**config.mk**
```make
export PLATFORM = sky130hd
export DESIGN_NAME = ssrx_slave
export DESIGN_NICKNAME = d
export VERILOG_FILES = /design/src/rtl/ssrx_slave.sv
export SDC_FILE = /design/constraint.sdc
export NUM_CORES = 1
export LEC_CHECK = 0
export ABC_AREA = 1
export BUFFER_PORTS_ARGS = -buffer_cell sky130_fd_sc_hd__clkbuf_2
export CORE_ASPECT_RATIO = 0.7
export CORE_MARGIN = 1.5
export CORE_UTILIZATION = 35
export DETAILED_ROUTE_END_ITERATION = 12
export PLACE_DENSITY = 0.59
export SYNTH_ARGS = -nofsm -noshare
export SYNTH_HDL_FRONTEND = slang
export SYNTH_SLANG_ARGS = --single-unit
export TNS_END_PERCENT = 50
```
**constraint.sdc**
```tcl
create_clock -name clk -period 4.8 [get_ports clk]
set_clock_uncertainty 0.2 [all_clocks]
set_input_delay 0.24 -clock clk [delete_from_list [all_inputs] [get_ports clk]]
set_output_delay 0.24 -clock clk [all_outputs]
set_load 0.02 [all_outputs]
```
**src/rtl/ssrx_slave.sv**
```systemverilog
module ssrx_slave #(
  parameter int DW = 8,
  parameter int AW = 2
) (
  input  logic          clk,
  input  logic          rst_n,
  input  logic          sclk_in,
  input  logic          sdat_in,
  input  logic          bus_wr,
  input  logic          bus_rd,
  input  logic [AW-1:0] bus_addr,
  input  logic [DW-1:0] bus_wdata,
  output logic [DW-1:0] bus_rdata,
  output logic          irq,
  output logic          wake
);
  localparam int SW = DW + 1;
  localparam int CW = $clog2(SW + 1);
  localparam logic [CW-1:0] LAST_LONG  = CW'(SW - 1);
  localparam logic [CW-1:0] LAST_SHORT = CW'(SW - 2);
  localparam logic [AW-1:0] A_CTRL = AW'(0);
  localparam logic [AW-1:0] A_STAT = AW'(1);
  localparam logic [AW-1:0] A_DATA = AW'(2);

  logic port_on, sync_md, int_clk, long_md, cont_rx, one_shot, rx_ie;
  logic ovr;
  logic s1, s2, s3, d1, d2;
  logic [SW-1:0] shreg, nsh, word, q0, q1;
  logic [CW-1:0] bitcnt;
  logic [1:0] cnt;
  logic active, fall, last, done_w, pop, push, ovr_set;

  assign active  = port_on & sync_md & ~int_clk & cont_rx & ~ovr;
  assign fall    = s3 & ~s2;
  assign nsh     = {d2, shreg[SW-1:1]};
  assign last    = bitcnt == (long_md ? LAST_LONG : LAST_SHORT);
  assign done_w  = active & fall & last;
  assign word    = long_md ? nsh : {1'b0, nsh[SW-1:1]};
  assign pop     = bus_rd & (bus_addr == A_DATA) & (cnt != 2'd0);
  assign push    = done_w & ((cnt != 2'd2) | pop);
  assign ovr_set = done_w & (cnt == 2'd2) & ~pop;
  assign irq     = rx_ie & (cnt != 2'd0);
  assign wake    = irq;

  always_ff @(posedge clk or negedge rst_n) begin
    if (!rst_n) begin
      s1 <= 1'b1; s2 <= 1'b1; s3 <= 1'b1;
      d1 <= 1'b0; d2 <= 1'b0;
    end else begin
      s1 <= sclk_in; s2 <= s1; s3 <= s2;
      d1 <= sdat_in; d2 <= d1;
    end
  end

  always_ff @(posedge clk or negedge rst_n) begin
    if (!rst_n) begin
      port_on <= 1'b0; sync_md <= 1'b0; int_clk <= 1'b0; long_md <= 1'b0;
      cont_rx <= 1'b0; one_shot <= 1'b0; rx_ie <= 1'b0;
    end else if (bus_wr && bus_addr == A_CTRL) begin
      port_on  <= bus_wdata[0];
      sync_md  <= bus_wdata[1];
      int_clk  <= bus_wdata[2];
      long_md  <= bus_wdata[3];
      cont_rx  <= bus_wdata[4];
      one_shot <= bus_wdata[5];
      rx_ie    <= bus_wdata[6];
    end
  end

  always_ff @(posedge clk or negedge rst_n) begin
    if (!rst_n) begin
      bitcnt <= '0;
      shreg  <= '0;
    end else if (!active) begin
      bitcnt <= '0;
    end else if (fall) begin
      shreg  <= nsh;
      bitcnt <= last ? '0 : bitcnt + 1'b1;
    end
  end

  always_ff @(posedge clk or negedge rst_n) begin
    if (!rst_n) ovr <= 1'b0;
    else if (!cont_rx) ovr <= 1'b0;
    else if (ovr_set) ovr <= 1'b1;
  end

  always_ff @(posedge clk or negedge rst_n) begin
    if (!rst_n) begin
      q0 <= '0; q1 <= '0; cnt <= 2'd0;
    end else if (push && pop) begin
      if (cnt == 2'd1) q0 <= word;
      else begin q0 <= q1; q1 <= word; end
    end else if (pop) begin
      q0  <= q1;
      cnt <= cnt - 2'd1;
    end else if (push) begin
      if (cnt == 2'd0) q0 <= word;
      else q1 <= word;
      cnt <= cnt + 2'd1;
    end
  end

  always_comb begin
    bus_rdata = '0;
    case (bus_addr)
      A_CTRL: bus_rdata = DW'({rx_ie, one_shot, cont_rx, long_md, int_clk, sync_md, port_on});
      A_STAT: bus_rdata = DW'({cnt != 2'd0, ovr, q0[SW-1]});
      A_DATA: bus_rdata = q0[DW-1:0];
      default: bus_rdata = '0;
    endcase
  end

  p_cnt_range_r7: assert property (@(posedge clk) disable iff (!rst_n)
    cnt <= 2'd2);
  p_idle_counter_r1: assert property (@(posedge clk) disable iff (!rst_n)
    !active |=> bitcnt == '0);
  p_push_flag_r3: assert property (@(posedge clk) disable iff (!rst_n)
    push |=> cnt != 2'd0);
  p_last_pop_r7: assert property (@(posedge clk) disable iff (!rst_n)
    (pop && !push && cnt == 2'd1) |=> cnt == 2'd0);
  p_discard_r8: assert property (@(posedge clk) disable iff (!rst_n)
    ovr_set |=> (cnt == 2'd2) && ovr && $stable(q0) && $stable(q1));
  p_ovr_clear_r6: assert property (@(posedge clk) disable iff (!rst_n)
    !cont_rx |=> !ovr);
  p_ovr_sticky_r8: assert property (@(posedge clk) disable iff (!rst_n)
    (ovr && cont_rx && !(bus_wr && bus_addr == A_CTRL)) |=> ovr);
  p_same_cycle_r10: assert property (@(posedge clk) disable iff (!rst_n)
    (done_w && pop && cnt == 2'd2) |=> !ovr && cnt == 2'd2);
  p_irq_src_r4: assert property (@(posedge clk) disable iff (!rst_n)
    $rose(irq) |-> $past(push) || $past(bus_wr));
endmodule

```
==> load_flow_metrics.sql, run 1 <==
INSERT INTO impl_metrics (metric_group, metric, value, unit) VALUES
('clocking', 'numClockSinks', '45', ''),
('clocking', 'clock_insertion_delay_worst_skew', '0.31', 'ns'),
('clocking', 'path_clk_slew', '0.09', 'ns'),
('routing', 'drc', '0', ''),
('synth', 'synth.lib_cells_used.distinct', '32', ''),
('synth', 'synth_nets', '368', ''),
('routing', 'postRouteAntennaNets', '0', ''),
('routing', 'post_drt_via_cell_ratio', '4.70', ''),
('global_route', 'grt-ovfl-total', '0', ''),
('synth', 'netlist_area', '2630', 'um2'),
('synth', 'postSynthRegisterBits', '45', ''),
('finish', 'fin_nets', '396', ''),
('global_route', 'met2_use_gr', '23.9', '%'),
('global_route', 'grt_usage', '16.0', '%'),
('critical_path', 'crit-reg2reg-launch', 'cnt[0]$_DFFE_PN0P_', ''),
('global_route', 'grt_pass1_vias', '2133', ''),
('placement', 'place.detailed.hpwl', '4.15', 'mm'),
('critical_path', 'type_of_destination_of_the_critical_path', 'flip-flop', ''),
('worst_hold_path', 'hold_path.class', 'reg2reg', ''),
('critical_path', 'cp_max_fo', '25', ''),
('global_route', 'grt_start_max_net_pins', '46', ''),
('synth', 'syn-mean-instance-area', '7.56', 'um2'),
('global_route', 'antenna_found_initial', '0', ''),
('routing', 'detail_route.wirelength', '5.77', 'mm'),
('global_route', 'grt.met3_usage', '4.19', '%'),
('critical_path', 'cp-startpoint', 'cnt[0]$_DFFE_PN0P_', ''),
('clocking', 'post_cts.repair.setup_buffers', '0', ''),
('global_route', 'global_route.usage.met1', '22.9', '%'),
('sta', 'timing.final.setup_violations', '0', ''),
('floorplanning', 'core.rowCount', '26', ''),
('synth', 'synthesis.yosys.warnings', '0', ''),
('placement', 'globalplace.congestion', '0.785', ''),
('placement', 'placed_cells', '457', ''),
('synth', 'synth_top_cell_area_share', '39.9', '%'),
('floorplanning', 'die_x', '107', 'um'),
('clocking', 'post_cts_resized', '0', ''),
('sta', 'worst-slew-pin-transition', '0.576', 'ns'),
('sta', 'timing.slew.headroom', '61.6', '%'),
('sta', 'tns', '0', 'ns'),
('sta', 'slew_viol_final', '0', ''),
('clocking', 'clockBufferDepth', '2', ''),
('clocking', 'clock-root-buffer', 'sky130_fd_sc_hd__clkbuf_8', ''),
('floorplanning', 'starting_utilization_of_the_core_area', '36.1', '%'),
('clocking', 'total_clock_buffers_created_by_cts', '5', ''),
('sta', 'finalCritPeriodShare', '56.1', '%'),
('critical_path', 'startpoint_type', 'flip-flop', ''),
('outcome', 'outcome', 'finished, final reports clean', ''),
('finish', 'area_delta_synth_final', '13.8', '%'),
('sta', 'timing.final.hold_violations', '0', ''),
('critical_path', 'path_class', 'reg2reg', ''),
('synth', 'yosysTopAreaCell', 'sky130_fd_sc_hd__dfrtp_1', ''),
('job', 'cap_violations', '0', ''),
('sta', 'whs', '0.153', 'ns'),
('clocking', 'maximum_level_of_the_cts_h_tree', '2', ''),
('routing', 'drt-initial-drc-count', '104', ''),
('finish', 'filler_cell_count', '798', ''),
('power_and_ir_drop', 'vdd_ir_drop_max', '0.139', 'mV'),
('floorplanning', 'floorplan.io_pins', '26', ''),
('global_route', 'grt_first_pass_wirelength', '10.0', 'mm'),
('worst_hold_path', 'holdCritStartpoint', 'd1$_DFF_PN0_', ''),
('finish', 'layout_cell_share_with_drive_strength_beyond_1', '15.9', '%'),
('floorplanning', 'floorplan.core_area', '7290', 'um2'),
('routing', 'detailedRoute.firstPassIterationCount', '4', ''),
('synth', 'synth_cells', '348', ''),
('sta', 'grt_setup_unrepaired', 'false', ''),
('routing', 'route.detailed.wl_per_inst', '12.1', 'um'),
('global_route', 'most_used_routing_layer_in_global_routing', 'met2', ''),
('critical_path', 'critical_path_arrival', '2.70', 'ns'),
('synth', 'synth_sequential_area_ratio', '42.9', '%'),
('floorplanning', 'die_area', '8060', 'um2'),
('finish', 'final-instance-count-excl-fill', '475', ''),
('routing', 'num_vias', '2231', ''),
('critical_path', 'cp_data_required_time', '4.81', 'ns'),
('finish', 'number_of_antenna_cells_inserted', '0', ''),
('clocking', 'tritoncts', 'done', ''),
('synth', 'synthTopCellsByArea', 'sky130_fd_sc_hd__dfrtp_1 40%, sky130_fd_sc_hd__nand2_1 19%, sky130_fd_sc_hd__nand3_1 5.5%', ''),
('floorplanning', 'die_y', '75.5', 'um'),
('power_and_ir_drop', 'power.leakage', '1.53', 'nW'),
('power_and_ir_drop', 'power_per_cell_area', '284', 'nW/um2'),
('sta', 'timing.fmax', '0.372', 'GHz'),
('sta', 'layout_min_cycle_time', '2.69', 'ns'),
('placement', 'io_buffers', '24', '');
[cells in the final DEF, fill, tap and decap left out, drive strengths merged, types with 3 or more instances in the layout]
cell	count
a21oi	6
a22o	3
and2	8
clkbuf	30
dfrtp	42
dfstp	3
dlygate4sd3	10
ha	4
inv	37
mux2	3
nand2	138
nand3	32
nand4	10
nor2	19
o21ai	23
[metrics by stage]
stage / util (%) / setup WS, ns / cell area, um2 / total power, W
CTS: 41.1 / 2.11 / 3000 / 0.000863
detailed placement: 38.3 / 2.13 / 2790 / 0.000564
global route: 41.1 / 1.83 / 3000 / 0.000906
floorplan: - / 3.06 / 2630 / 0.000522
global placement: 38.3 / 2.11 / 2790 / 0.000561
finish: 41.1 / 2.11 / 3000 / 0.000852
[worst paths after layout]
kind	endpoint	slack, ns	cells after the start
setup / recovery	q0[0]$_DFFE_PN0P_	2.11	10
hold / removal	d2$_DFF_PN0_	0.15	0
setup reg to reg	q0[0]$_DFFE_PN0P_	2.11	10
hold reg to reg	d2$_DFF_PN0_	0.15	0
max in group asynchronous	d2$_DFF_PN0_	3.65	3
min in group asynchronous	bitcnt[3]$_DFFE_PN0P_	0.34	3
[critical path: stages (launching register included)]
cell and delay, ns:
sky130_fd_sc_hd__dfrtp_1 0.39, sky130_fd_sc_hd__inv_1 0.09, sky130_fd_sc_hd__ha_1 0.30, sky130_fd_sc_hd__inv_1 0.15
sky130_fd_sc_hd__nand3_4 0.27, sky130_fd_sc_hd__inv_2 0.38, sky130_fd_sc_hd__nand3_1 0.43, sky130_fd_sc_hd__nand2_1 0.16
sky130_fd_sc_hd__nand2_1 0.08, sky130_fd_sc_hd__nand2_1 0.06, sky130_fd_sc_hd__nand2_1 0.05
[cells by family after synthesis]
kind of cell / after synthesis / share of synthesized area [%]
AOI/OAI and AO/OA: 34 / 8.27
xor gates and xnor gates: 3 / 0.999
adders and majority gates: 4 / 1.90
buffers and inverters: 52 / 8.99
DFF: 45 / 42.9
muxes: 3 / 1.28
and+or+nand+nor: 207 / 35.6
[area by class of cell]
class	instances	area [um2]	area share, %
Inverter	38	143	4.76
Timing Repair Buffer	35	228	7.60
Clock buffer	6	72.6	2.42
Tap cell	98	123	4.09
Multi-Input combinational cell	251	1260	42.2
Sequential cell	45	1130	37.7
Clock inverter	2	35.0	1.17
[sequential cells by signal, indices dropped and copies added (netlist names)]
| name | flops |
|---|---|
| port_on | 1 |
| shreg | 8 |
| q1 | 9 |
| bitcnt | 4 |
| cont_rx | 1 |
| d2 | 1 |
| one_shot | 1 |
| sync_md | 1 |
| cnt | 2 |
| s1 | 1 |
| rx_ie | 1 |
| ovr | 1 |
| s2 | 1 |
| s3 | 1 |
| long_md | 1 |
| q0 | 9 |
| d1 | 1 |
| int_clk | 1 |
[synthesized netlist by cell type]
master / number
sky130_fd_sc_hd__nand2_1: 135
sky130_fd_sc_hd__nor2_1: 15
sky130_fd_sc_hd__inv_1: 32
sky130_fd_sc_hd__dfstp_2: 3
sky130_fd_sc_hd__dfrtp_1: 42
sky130_fd_sc_hd__a22o_1: 3
sky130_fd_sc_hd__nand4_4: 1
sky130_fd_sc_hd__o221ai_1: 1
sky130_fd_sc_hd__a21oi_4: 1
sky130_fd_sc_hd__clkinv_1: 1
sky130_fd_sc_hd__nand2_2: 3
sky130_fd_sc_hd__xnor2_1: 1
sky130_fd_sc_hd__buf_4: 1
sky130_fd_sc_hd__ha_1: 4
sky130_fd_sc_hd__o21ai_0: 14
sky130_fd_sc_hd__a21oi_1: 5
sky130_fd_sc_hd__clkbuf_1: 1
sky130_fd_sc_hd__nor2_2: 3
sky130_fd_sc_hd__buf_8: 1
sky130_fd_sc_hd__inv_2: 5
sky130_fd_sc_hd__nand3_1: 29
sky130_fd_sc_hd__o21ai_2: 5
sky130_fd_sc_hd__o21ai_1: 4
sky130_fd_sc_hd__mux2_2: 3
sky130_fd_sc_hd__o211ai_1: 1
sky130_fd_sc_hd__nand3_4: 3
sky130_fd_sc_hd__buf_2: 9
sky130_fd_sc_hd__xor2_1: 2
sky130_fd_sc_hd__nor2_4: 1
sky130_fd_sc_hd__and2_1: 8
sky130_fd_sc_hd__nand4_1: 9
sky130_fd_sc_hd__buf_6: 2
[repair_timing]
item / 4_1_cts / 5_1_grt
hold buffers: 10 / 0
endpoints found under the setup margin: 0 / 0
endpoints found under the hold margin: 51 / 0
[power breakdown]
group	total, W	switching, W	internal [W]
clock network	0.000290	0.000135	0.000155
registers	0.000417	0.0000176	0.000400
logic	0.000145	0.0000889	0.0000558
total	0.000852	0.000242	0.000610
[routing by layer]
metal / share of wire, % / up-vias
li1: - / 1157
met1: 53 / 1047
met2: 43 / 20
met3: 3.1 / 7
met4: 1.0 / 0
met5: 0 / -
No activity file was read; power rests on OpenSTA's default activity.
==> run 2: changes to the inputs <==
- PLACE_DENSITY: 0.59 -> 0.61
- clock period: 4.8 -> 2.35 ns (I/O delays scaled with it)
==> run 2 against run 1 <==
Against the previous run:
- core utilization grew 1.2 points
- critical path depth unchanged
- critical endpoint unchanged
- fmax up 32%
- wire length is 5.1% higher
==> load_flow_metrics.sql, run 2 (synthesized netlist as in run 1, its figures left out) <==
INSERT INTO impl_metrics (metric_group, metric, value, unit) VALUES
('floorplanning', 'starting_utilization_of_the_core_area', '36.1', '%'),
('finish', 'multi_input_area', '1260', 'um2'),
('global_route', 'grt_start_max_net_pins', '46', ''),
('power_and_ir_drop', 'power.leakage', '1.58', 'nW'),
('routing', 'detail_route.wirelength', '6.06', 'mm'),
('sta', 'timing.slew.headroom', '60.9', '%'),
('sta', 'layout_min_cycle_time', '2.03', 'ns'),
('critical_path', 'path_class', 'reg2reg', ''),
('clocking', 'tritoncts', 'done', ''),
('placement', 'io_buffers', '24', ''),
('finish', 'final-seq-area', '1130', 'um2'),
('finish', 'fin_nets', '406', ''),
('sta', 'slew_viol_final', '0', ''),
('clocking', 'post_cts.repair.setup_buffers', '0', ''),
('worst_hold_path', 'hold_path.class', 'reg2reg', ''),
('finish', 'registers_with_the_highest_flip_flop_counts', 'q0: 9 flops, q1: 9 flops, shreg: 8 flops', ''),
('power_and_ir_drop', 'power_per_cell_area', '576', 'nW/um2'),
('global_route', 'grt_pass1_vias', '2142', ''),
('routing', 'detailedRoute.firstPassIterationCount', '4', ''),
('floorplanning', 'core.rowCount', '26', ''),
('clocking', 'total_clock_buffers_created_by_cts', '5', ''),
('clocking', 'clock_insertion_delay_worst_skew', '0.30', 'ns'),
('clocking', 'clockBufferDepth', '2', ''),
('global_route', 'grt_first_pass_wirelength', '10.3', 'mm'),
('critical_path', 'cp_max_fo', '11', ''),
('sta', 'final.setup.worst_slack', '0.316', 'ns'),
('routing', 'route.detailed.wl_per_inst', '12.5', 'um'),
('floorplanning', 'floorplan.core_area', '7290', 'um2'),
('finish', 'fin_util', '42.3', '%'),
('power_and_ir_drop', 'total_power', '0.00177', 'W'),
('finish', 'filler_cell_count', '755', ''),
('sta', 'worst-slew-pin-transition', '0.587', 'ns'),
('sta', 'tns', '0', 'ns'),
('global_route', 'grt_usage', '16.3', '%'),
('critical_path', 'type_of_destination_of_the_critical_path', 'flip-flop', ''),
('sta', 'grt_setup_unrepaired', 'false', ''),
('sta', 'timing.final.hold_violations', '0', ''),
('floorplanning', 'die_x', '107', 'um'),
('finish', 'area_delta_synth_final', '17.0', '%'),
('placement', 'globalplace.congestion', '0.826', ''),
('sta', 'finalCritPeriodShare', '86.6', '%'),
('routing', 'post_drt_via_cell_ratio', '4.67', ''),
('finish', 'number_of_antenna_cells_inserted', '0', ''),
('finish', 'layout.cells.most_common', 'sky130_fd_sc_hd__nand2_1', ''),
('finish', 'layout_cell_share_with_drive_strength_beyond_1', '18.1', '%'),
('placement', 'place.detailed.hpwl', '4.40', 'mm'),
('floorplanning', 'die_area', '8060', 'um2'),
('finish', 'layout.cells.most_common_list', '135 x sky130_fd_sc_hd__nand2_1, 42 x sky130_fd_sc_hd__dfrtp_1, 32 x sky130_fd_sc_hd__inv_1', ''),
('floorplanning', 'die_y', '75.5', 'um'),
('global_route', 'grt-ovfl-total', '0', ''),
('routing', 'drc', '0', ''),
('sta', 'timing.final.setup_violations', '0', ''),
('critical_path', 'cp_data_required_time', '2.35', 'ns'),
('clocking', 'maximum_level_of_the_cts_h_tree', '2', ''),
('global_route', 'antenna_found_initial', '0', ''),
('sta', 'timing.fmax', '0.492', 'GHz'),
('clocking', 'clock-root-buffer', 'sky130_fd_sc_hd__clkbuf_8', ''),
('clocking', 'numClockSinks', '45', ''),
('routing', 'num_vias', '2265', ''),
('placement', 'dp_slack', '0.352', 'ns'),
('power_and_ir_drop', 'vdd_ir_drop_max', '0.306', 'mV'),
('routing', 'postRouteAntennaNets', '0', ''),
('routing', 'drt-initial-drc-count', '167', ''),
('clocking', 'path_clk_slew', '0.09', 'ns'),
('clocking', 'post_cts_resized', '0', ''),
('critical_path', 'startpoint_type', 'flip-flop', ''),
('outcome', 'outcome', 'finished, final reports clean', ''),
('critical_path', 'critical_path_arrival', '2.03', 'ns'),
('clocking', 'postCtsHoldBufs', '10', ''),
('job', 'cap_violations', '0', ''),
('floorplanning', 'floorplan.io_pins', '26', '');
## run 2: report_power, final
part           internal, W  switching, W  leakage, nW
combinational     0.000123      0.000193        0.931
sequential        0.000816     0.0000285        0.593
clock             0.000347      0.000267       0.0585
## run 2: layout make-up
class                      instances  area share [%]
clock buffer                       7            2.80
tap                               98            3.98
inverter                          38            4.63
multi-input combinational        251            41.1
timing repair buffer              45            9.83
clock inverter                     1           0.975
sequential                        45            36.7
## run 2: worst max-delay path: stages (launching register included)
cell	delay, ns
sky130_fd_sc_hd__dfrtp_1	0.39
sky130_fd_sc_hd__inv_1	0.08
sky130_fd_sc_hd__ha_1	0.23
sky130_fd_sc_hd__inv_1	0.12
sky130_fd_sc_hd__nand3_4	0.10
sky130_fd_sc_hd__inv_2	0.07
sky130_fd_sc_hd__nand3_1	0.36
sky130_fd_sc_hd__nand2_1	0.18
sky130_fd_sc_hd__nand2_1	0.07
sky130_fd_sc_hd__nand2_1	0.06
sky130_fd_sc_hd__nand2_1	0.05
## run 2: final timing paths
check                      slack, ns               endpoint  depth (start not counted)                from
setup / recovery                0.32      q0[0]$_DFFE_PN0P_                         10  cnt[0]$_DFFE_PN0P_
hold / removal                  0.16           d2$_DFF_PN0_                          0        d1$_DFF_PN0_
setup reg to reg                0.32      q0[0]$_DFFE_PN0P_                         10  cnt[0]$_DFFE_PN0P_
hold reg to reg                 0.16           d2$_DFF_PN0_                          0        d1$_DFF_PN0_
max in group asynchronous       1.31      q0[7]$_DFFE_PN0P_                          3               rst_n
min in group asynchronous       0.24  bitcnt[2]$_DFFE_PN0P_                          3               rst_n
## run 2: per-layer routing
layer  share of wire [%]  global-route usage, %
met4                0.82                   4.89
met3                 3.5                   3.25
met1                  53                   23.9
met5                   0                      0
met2                  43                   24.6
## run 2: metrics by stage
step           instance area [um2]  hold WS, ns  instances
6_report                      3080        0.158        485
5_1_grt                       3080        0.164        485
4_1_cts                       3080        0.158        485
3_5_place_dp                  2860       0.0119        467
3_3_place_gp                  2860      0.00941        467
2_1_floorplan                 2630       -0.378        348
==> run 3: changes to the inputs <==
- CELL_PAD_IN_SITES_DETAIL_PLACEMENT: not set -> 1
- CELL_PAD_IN_SITES_GLOBAL_PLACEMENT: not set -> 2
- CORE_UTILIZATION: 35 -> 31
- PLACE_DENSITY: 0.61 -> 0.83
==> run 3 against run 2 <==
Against the previous run:
- non-clock buffer count unchanged
- first-iteration DRC count is 38% lower
- flip-flop and latch count did not move
- critical path depth increased by 2
- count of clock-buffer cells in the layout unchanged
- global-route usage is 0.18 points higher
- via count is 3.7% higher
- final cell count increased by 0.62%
- register-to-register slack improved by 0.04 ns
- clock power up 37%
- critical path type unchanged
- critical endpoint is now q0[1]$_DFFE_PN0P_
- largest cell class unchanged
- largest power group unchanged
- highest routed layer unchanged
==> load_flow_metrics.sql, run 3 (synthesized netlist as in run 1, its figures left out) <==
INSERT INTO impl_metrics (metric_group, metric, value, unit) VALUES
('worst_hold_path', 'hold_path.class', 'reg2reg', ''),
('critical_path', 'reg_to_reg_end', 'q0[1]$_DFFE_PN0P_', ''),
('critical_path', 'cp_data_required_time', '2.38', 'ns'),
('sta', 'tns', '0', 'ns'),
('floorplanning', 'die_area', '9060', 'um2'),
('critical_path', 'cp_max_fo', '18', ''),
('global_route', 'grt_usage', '16.5', '%'),
('sta', 'slew_viol_final', '0', ''),
('clocking', 'post_cts.repair.setup_buffers', '0', ''),
('critical_path', 'crit_path_frequent_cell', 'sky130_fd_sc_hd__nand2_1', ''),
('sta', 'layout_min_cycle_time', '2.00', 'ns'),
('clocking', 'tritoncts', 'done', ''),
('sta', 'timing.final.setup_violations', '0', ''),
('routing', 'postRouteAntennaNets', '0', ''),
('routing', 'drt-initial-drc-count', '103', ''),
('clocking', 'path_clk_slew', '0.07', 'ns'),
('critical_path', 'cp-startpoint', 'cnt[0]$_DFFE_PN0P_', ''),
('finish', 'fin_nets', '406', ''),
('floorplanning', 'die_x', '113', 'um'),
('critical_path', 'critPathTopFamily', 'simple AND/OR/NAND/NOR gates', ''),
('sta', 'grt_setup_unrepaired', 'false', ''),
('floorplanning', 'floorplan.core_area', '8040', 'um2'),
('critical_path', 'critical_path_arrival', '2.03', 'ns'),
('critical_path', 'startpoint_type', 'flip-flop', ''),
('finish', 'area_delta_synth_final', '19.5', '%'),
('power_and_ir_drop', 'power.leakage', '1.61', 'nW'),
('placement', 'place.detailed.hpwl', '4.97', 'mm'),
('clocking', 'numClockSinks', '45', ''),
('floorplanning', 'core.rowCount', '27', ''),
('floorplanning', 'floorplan.io_pins', '26', ''),
('clocking', 'total_clock_buffers_created_by_cts', '5', ''),
('global_route', 'grt-ovfl-total', '0', ''),
('critical_path', 'cp-endpoint', 'q0[1]$_DFFE_PN0P_', ''),
('sta', 'timing.slew.headroom', '59.4', '%'),
('worst_hold_path', 'holdCritStartpoint', 'd1$_DFF_PN0_', ''),
('routing', 'num_vias', '2349', ''),
('job', 'cap_violations', '0', ''),
('finish', 'layout.cells.most_common', 'sky130_fd_sc_hd__nand2_1', ''),
('placement', 'io_buffers', '24', ''),
('finish', 'layout_cell_share_with_drive_strength_beyond_1', '18.3', '%'),
('critical_path', 'reg2reg_setup_slack', '0.35', 'ns'),
('critical_path', 'crit_chain', 'inv_1 -> ha_1 -> inv_1 -> nand3_4 -> inv_2 -> buf_4 -> nand2_1 -> nand2_1 -> nand2_1 -> nand2_1 -> nand2_1 -> nand2_1', ''),
('global_route', 'antenna_found_initial', '0', ''),
('power_and_ir_drop', 'power_per_cell_area', '638', 'nW/um2'),
('clocking', 'maximum_level_of_the_cts_h_tree', '2', ''),
('sta', 'finalCritPeriodShare', '85.0', '%'),
('finish', 'layout.cells.most_common_list', '135 x sky130_fd_sc_hd__nand2_1, 42 x sky130_fd_sc_hd__dfrtp_1, 32 x sky130_fd_sc_hd__inv_1', ''),
('routing', 'route.detailed.wl_per_inst', '14.0', 'um'),
('sta', 'timing.fmax', '0.500', 'GHz'),
('global_route', 'grt_first_pass_wirelength', '11.6', 'mm'),
('critical_path', 'type_of_destination_of_the_critical_path', 'flip-flop', ''),
('critical_path', 'critical_path.max_stage_delay', '0.39', 'ns'),
('routing', 'drc', '0', ''),
('critical_path', 'path_class', 'reg2reg', ''),
('critical_path', 'reg2reg_depth', '12', ''),
('floorplanning', 'starting_utilization_of_the_core_area', '32.7', '%'),
('global_route', 'grt_start_max_net_pins', '46', ''),
('critical_path', 'worst_path_max_delay_cell', 'sky130_fd_sc_hd__dfrtp_1', ''),
('sta', 'whs', '0.156', 'ns'),
('routing', 'detail_route.wirelength', '6.81', 'mm'),
('clocking', 'clock-root-buffer', 'sky130_fd_sc_hd__clkbuf_16', ''),
('global_route', 'grt_pass1_vias', '2359', ''),
('routing', 'post_drt_via_cell_ratio', '4.81', ''),
('finish', 'number_of_antenna_cells_inserted', '0', ''),
('placement', 'globalplace.congestion', '0.781', ''),
('finish', 'registers_with_the_highest_flip_flop_counts', 'q0: 9 flops, q1: 9 flops, shreg: 8 flops', ''),
('clocking', 'clock_insertion_delay_worst_skew', '0.29', 'ns'),
('floorplanning', 'die_y', '80.1', 'um'),
('sta', 'timing.final.hold_violations', '0', ''),
('clocking', 'clockBufferDepth', '2', ''),
('critical_path', 'wp_depth', '12', ''),
('power_and_ir_drop', 'vdd_ir_drop_max', '0.236', 'mV'),
('sta', 'worst-slew-pin-transition', '0.608', 'ns'),
('critical_path', 'critical_path.n_buffers_inverters', '4', ''),
('routing', 'detailedRoute.firstPassIterationCount', '4', ''),
('critical_path', 'crit-reg2reg-launch', 'cnt[0]$_DFFE_PN0P_', ''),
('outcome', 'outcome', 'finished, final reports clean', '');
[run 3: worst min-delay path by stage]
| stage | to | depth (start not counted) |
|---|---|---|
| detailed placement | s1$_DFF_PN1_ | 1 |
| finish | d2$_DFF_PN0_ | 0 |
| global route | s2$_DFF_PN1_ | 0 |
| CTS | d2$_DFF_PN0_ | 0 |
| floorplan | bitcnt[0]$_DFFE_PN0P_ | 0 |
| global placement | s1$_DFF_PN1_ | 1 |
[run 3: where the power goes]
part	total, W	switching, W	internal (W)
combinational	0.000322	0.000199	0.000123
clock	0.000841	0.000309	0.000532
sequential	0.000845	0.0000274	0.000817
[run 3: cell type report]
cell class              instances  area (um2)
fillers                      1004        4900
repair buffers                 45         303
clock buffers                   7         143
flip-flops and latches         45        1130
inverters                      38         143
clock inverters                 1        30.0
multi-input cells             251        1270
well taps                     101         126
[run 3: what timing repair did]
item / in CTS / in global routing
setup endpoints to repair: 0 / 2
gates resized for setup: 0 / 1
hold buffers: 10 / 0
endpoints found under the hold margin: 51 / 0
[run 3: metrics by stage]
| stage | area [um2] | worst slack, ns | cells | total power, W | utilization, % |
|---|---|---|---|---|---|
| final | 3140 | 0.352 | 488 | 0.00201 | 39.1 |
| after global routing | 3140 | 0.165 | 488 | 0.00211 | 39.1 |
| after CTS | 3140 | 0.198 | 488 | 0.00204 | 39.0 |
| after detailed placement | 2870 | 0.227 | 470 | 0.00117 | 35.7 |
| after global placement | 2870 | 0.259 | 470 | 0.00116 | 35.7 |
| after floorplan | 2630 | 0.608 | 348 | 0.00107 | - |
[run 3: per-layer routing]
layer	global-route usage (%)	vias up	part of all wire [%]
li1	-	1175	-
met1	23.1	1141	52
met2	25.6	23	43
met3	3.40	10	2.7
met4	5.25	0	1.6
met5	0	-	0
